File: src/rtl/pwm_phase_pkg.sv
package pwm_phase_pkg;
  // Strobes the time base hands to the channel datapath each cycle.
  typedef struct packed {
    logic hold;  // time base frozen (sleep)
    logic tick;  // counter steps on this edge
    logic load;  // copy compare inputs into the buffered counts on this edge
  } pwm_strobe_t;
endpackage

File: src/rtl/pwm_timebase.sv
module pwm_timebase
  import pwm_phase_pkg::*;
#(
  parameter int CNT_W   = 12,
  parameter int PRE_W   = 8,
  parameter int PRE_MIN = 3
) (
  input  logic             clk,
  input  logic             rst_n,
  input  logic [PRE_W-1:0] prescale,
  input  logic             sleep,
  output logic [CNT_W-1:0] cntVal,
  output pwm_strobe_t      strobe
);
  localparam logic [CNT_W-1:0] CNT_LAST  = '1;
  localparam logic [PRE_W-1:0] PRE_FLOOR = PRE_W'(PRE_MIN);

  logic [PRE_W-1:0] preCnt;
  logic [PRE_W-1:0] presEff;
  logic             tickNow;

  // Prescale values below the floor behave as the floor.
  always_comb presEff = (prescale < PRE_FLOOR) ? PRE_FLOOR : prescale;
  // ">=" keeps the divider from stalling when prescale is lowered mid-count.
  always_comb tickNow = !sleep && (preCnt >= presEff);

  always_comb begin
    strobe.hold = sleep;
    strobe.tick = tickNow;
    strobe.load = sleep || (tickNow && (cntVal == CNT_LAST));
  end

  always_ff @(posedge clk) begin
    if (!rst_n) begin
      preCnt <= '0;
      cntVal <= '0;
    end else if (tickNow) begin
      preCnt <= '0;
      cntVal <= cntVal + CNT_W'(1);
    end else if (!sleep) begin
      preCnt <= preCnt + PRE_W'(1);
    end
  end
endmodule

File: src/rtl/pwm_channel_bank.sv
module pwm_channel_bank
  import pwm_phase_pkg::*;
#(
  parameter int NUM_CH = 16,
  parameter int CNT_W  = 12
) (
  input  logic                    clk,
  input  logic                    rst_n,
  input  pwm_strobe_t             strobe,
  input  logic [CNT_W-1:0]        cntVal,
  input  logic                    invert,
  input  logic [NUM_CH*CNT_W-1:0] riseCount,
  input  logic [NUM_CH*CNT_W-1:0] fallCount,
  input  logic [NUM_CH-1:0]       forceOn,
  input  logic [NUM_CH-1:0]       forceOff,
  output logic [NUM_CH-1:0]       pwmOut
);
  for (genvar g = 0; g < NUM_CH; g++) begin : g_ch
    logic [CNT_W-1:0] shRise, shFall;
    logic [CNT_W-1:0] span, pos;
    logic             inWin, level, outBit;

    // Window test on the modular distance from the rise point.
    // Equal counts give an empty window.
    always_comb begin
      span  = shFall - shRise;
      pos   = cntVal - shRise;
      inWin = pos < span;
      if (forceOff[g])     level = 1'b0;
      else if (forceOn[g]) level = 1'b1;
      else                 level = inWin;
    end

    always_ff @(posedge clk) begin
      if (!rst_n) begin
        shRise <= '0;
        shFall <= '0;
        outBit <= 1'b0;
      end else begin
        if (strobe.load) begin
          shRise <= riseCount[g*CNT_W +: CNT_W];
          shFall <= fallCount[g*CNT_W +: CNT_W];
        end
        outBit <= strobe.hold ? invert : (level ^ invert);
      end
    end

    assign pwmOut[g] = outBit;
  end
endmodule

File: src/rtl/pwm_phase_engine.sv
module pwm_phase_engine
  import pwm_phase_pkg::*;
#(
  parameter int NUM_CH  = 16,
  parameter int CNT_W   = 12,
  parameter int PRE_W   = 8,
  parameter int PRE_MIN = 3
) (
  input  logic                    clk,
  input  logic                    rst_n,
  input  logic [PRE_W-1:0]        prescale,
  input  logic                    sleep,
  input  logic                    invert,
  input  logic [NUM_CH*CNT_W-1:0] riseCount,
  input  logic [NUM_CH*CNT_W-1:0] fallCount,
  input  logic [NUM_CH-1:0]       forceOn,
  input  logic [NUM_CH-1:0]       forceOff,
  output logic [NUM_CH-1:0]       pwmOut
);
  logic [CNT_W-1:0] cntVal;
  pwm_strobe_t      strobe;

  pwm_timebase #(.CNT_W(CNT_W), .PRE_W(PRE_W), .PRE_MIN(PRE_MIN)) u_timebase (
    .clk(clk), .rst_n(rst_n), .prescale(prescale), .sleep(sleep),
    .cntVal(cntVal), .strobe(strobe)
  );

  pwm_channel_bank #(.NUM_CH(NUM_CH), .CNT_W(CNT_W)) u_bank (
    .clk(clk), .rst_n(rst_n), .strobe(strobe), .cntVal(cntVal),
    .invert(invert), .riseCount(riseCount), .fallCount(fallCount),
    .forceOn(forceOn), .forceOff(forceOff), .pwmOut(pwmOut)
  );
endmodule

File: config.mk
export PLATFORM = sky130hd
export DESIGN_NAME = pwm_phase_engine
export DESIGN_NICKNAME = d
export VERILOG_FILES = /design/src/rtl/pwm_phase_pkg.sv /design/src/rtl/pwm_timebase.sv /design/src/rtl/pwm_channel_bank.sv /design/src/rtl/pwm_phase_engine.sv
export SDC_FILE = /design/constraint.sdc
export NUM_CORES = 2
export LEC_CHECK = 0
export ABC_AREA = 1
export ABC_CLOCK_PERIOD_IN_PS = 4400
export BUFFER_PORTS_ARGS = -buffer_cell sky130_fd_sc_hd__buf_2
export CAP_MARGIN = 40
export CELL_PAD_IN_SITES_DETAIL_PLACEMENT = 0
export CELL_PAD_IN_SITES_GLOBAL_PLACEMENT = 1
export CORE_MARGIN = 3
export CORE_UTILIZATION = 35
export DETAILED_ROUTE_END_ITERATION = 16
export PLACE_DENSITY_LB_ADDON = 0.1
export SLEW_MARGIN = 0
export SYNTH_ARGS = -nofsm -noshare
export SYNTH_HDL_FRONTEND = slang
export SYNTH_SLANG_ARGS = --single-unit
File: constraint.sdc
create_clock -name clk -period 4.4 [get_ports clk]
set_clock_uncertainty 0.05 [all_clocks]
set_input_delay 0.88 -clock clk [delete_from_list [all_inputs] [get_ports clk]]
set_output_delay 0.88 -clock clk [all_outputs]
set_load 0.05 [all_outputs]
==> flow_summary.yaml <==
worst_setup_path:
  cp-start-kind: "register"
  crit_type: "register to register"
  cp_max_fo: 13
  critPathCaptureType: "register"
  worst_ep_required_time_ns: 4.90
  critPathArrivalTime_ns: 4.16
sta:
  relSlewSlack: 0.3721
  clock.fmax_ghz: 0.2731
  hold_viol_final: 0
  setup_viol: 0
  tightest_slew_ns: 0.9419
  fin_setup_tns_ns: 0
  drv_slew: 0
  rsz0062_at_grt: "no"
  min_period_over_period: 0.8323
  holdWs_ns: 0.3847
  finalCriticalPeriod_ns: 3.662
cts:
  root_buffer: "clkbuf_16"
  htree_levels: 2
  ctsResizeCount: 0
  cts_made_buffers: 55
  cts.sinks: 420
  cts_buffer_depth: 3
  path_clk_slew_ns: 0.06
  cts_tree: "built"
  cts_hold_buf: 0
  clock_latency_ns: 0.67
  cts_setup_buffers: 0
grt:
  grt_start_max_net_pins: 195
  grt_pass1_vias: 35940
  grt_overflow: 0
  grt_use_total: 0.2116
  grt_pass1_wl_um: 197000
  antenna_found_initial: 8
yosys:
  ys_seq_area_frac: 0.2147
  ys_types: 34
  syn_area_per_cell_sq_um: 6.766
  async_flop_share: 0
  synth-edff-count: 0
  synth_top_area_share: 0.2147
  ys_ff_latch: 420
  synth-main-ff-cell: "dfxtp_1"
  synth_area_leader_cell: "dfxtp_1"
  syn_area_sq_mm: 0.03916
  yosys-top-cells-area: "dfxtp_1, ha_1, nand2_1"
  syn_nets: 6786
  syn_inst: 5788
  yosysWarningCount: 0
power:
  leakagePower_uw: 0.02312
  switching_share: 0.3767
  power.switching_uw: 5472
  seqPwrFrac: 0.289
  p_int_uw: 9054
  p_per_area_mw_per_mm2: 327.1
  pwr-share-comb: 0.389
  vdd_drop_max_mv: 0.3135
  p_clk_frac: 0.322
flow_run:
  cap_violations: 0
die:
  ioPinCount: 444
  num_rows: 122
  start_util: 0.3534
  core_area_sq_mm: 0.1108
  die_w_um: 340.5
  die_height_um: 340.5
  dieArea_sq_mm: 0.1159
drt:
  drt_wl_total_um: 126400
  ant_nets: 0
  dr_total_vias: 37200
  drc: 0
  routedWlPerCell_um: 16.54
  dr.pass1.iters: 6
  drt-vias-per-instance: 4.869
  drt_iter0_markers: 1901
placement:
  finalWeightedCongestion: 0.8422
  placed_area_sq_mm: 0.04256
  io_buffer_count: 443
  placedCellCount: 7537
  dpl.hpwl_um: 97150
finish:
  drive_above_1_share: 0.1015
  fillers: 12037
  final_cell_count_no_fill: 7640
  fin_area_sq_mm: 0.04441
  num-nets-final: 7104
  area_delta_synth_final_pct: 13.40
  final_cell_mix: "nand2_1, a21oi_1, nor2_1"
  regArea_sq_mm: 0.008424
  final_common_cell: "nand2_1"
  multiInputGateArea_sq_mm: 0.02731
  final_util: 0.4007
min_path:
  hold_path.class: "primary input to register"
status:
  status: "finished clean"
-- final timing paths --
kind                                            from                       end  slack (ns)  cells past startpoint
worst max-delay path            u_timebase.cntVal[0]    u_bank.g_ch[10].outBit        0.74                     19
worst min register to register  u_timebase.preCnt[0]      u_timebase.preCnt[0]        0.47                      2
worst min-delay path                   riseCount[43]  u_bank.g_ch[3].shRise[7]        0.38                      3
worst max register to register  u_timebase.cntVal[0]    u_bank.g_ch[10].outBit        0.74                     19
-- routing by layer --
layer / global-route usage / wire [um]
met1: 0.2984 / 63160
met2: 0.3423 / 55510
met3: 0.02900 / 5268
met4: 0.04627 / 2406
met5: 0 / 27
-- layout make-up --
type	count	share of cell area
repair buffers	501	0.06559
inverters	545	0.04623
flip-flops and latches	420	0.1897
clock buffers	78	0.03612
diodes	6	0.0003381
well taps	1488	0.04192
multi-input cells	4583	0.6149
clock inverters	19	0.005184
-- cells in the mapped netlist, types with 24 or more instances --
cell / number
nand2_1: 1261
a21oi_1: 790
nor2_1: 699
inv_1: 544
ha_1: 538
dfxtp_1: 420
nand3_1: 346
xor2_1: 228
nand3b_1: 209
o21ai_0: 136
xnor2_1: 108
clkbuf_1: 106
buf_6: 53
a21o_1: 46
buf_2: 40
o21bai_1: 33
fa_1: 32
nand4_1: 31
nor3_1: 31
a31oi_1: 29
buf_1: 25
o2111ai_1: 24
-- kinds of logic (layout without fill, tap and decap cells) --
kind of cell / after synthesis / count (layout) / share of synthesized area
other: 0 / 6 / 0
AO/OA/AOI/OAI: 1077 / 1077 / 0.1472
adder cells (fa/ha/maj): 570 / 570 / 0.1882
buffers and inverters: 785 / 1143 / 0.08821
XOR/XNOR: 336 / 336 / 0.07514
flip-flops: 420 / 420 / 0.2147
AND/OR/NAND/NOR: 2600 / 2600 / 0.2866
-- worst max-delay path, cell delays in order (launching register included) --
cell and delay, ns:
dfxtp_1 0.36, inv_2 0.47, buf_4 0.23, ha_1 0.17, inv_1 0.07, fa_1 0.45
a21oi_1 0.30, o21ai_0 0.13, nand2_1 0.07, nand2_1 0.07, ha_1 0.27, nand2_1 0.05
nor2_1 0.16, nand2_1 0.10, nor2_1 0.10, nand2_1 0.06, nand2_1 0.16, nand2_1 0.10
a21oi_1 0.13, nor2_1 0.06
-- per-stage QoR --
stage | worst slack (ns) | power (uW)
floorplan | 0.9279 | 8511
global placement | 0.7364 | 9910
finish | 0.7379 | 14530
CTS | 0.6851 | 14770
global route | 0.4145 | 15820
detailed placement | 0.7122 | 9947
-- flip-flops by register name, summed over array words and instances, names as in the netlist --
name                flops
u_bank.g_ch.shFall    192
u_bank.g_ch.shRise    192
u_bank.g_ch.outBit     16
u_timebase.cntVal      12
u_timebase.preCnt       8
-- power groups by stage --
stage | sequential (uW) | clock, uW | combinational (uW)
final | 4200 | 4670 | 5650
after global routing | 4230 | 4990 | 6610
after CTS | 4200 | 4860 | 5710
after detailed placement | 4280 | 0 | 5660
after global placement | 4290 | 0 | 5620
after floorplan | 4230 | 0 | 4280
Power figures use the tool's default switching activity.
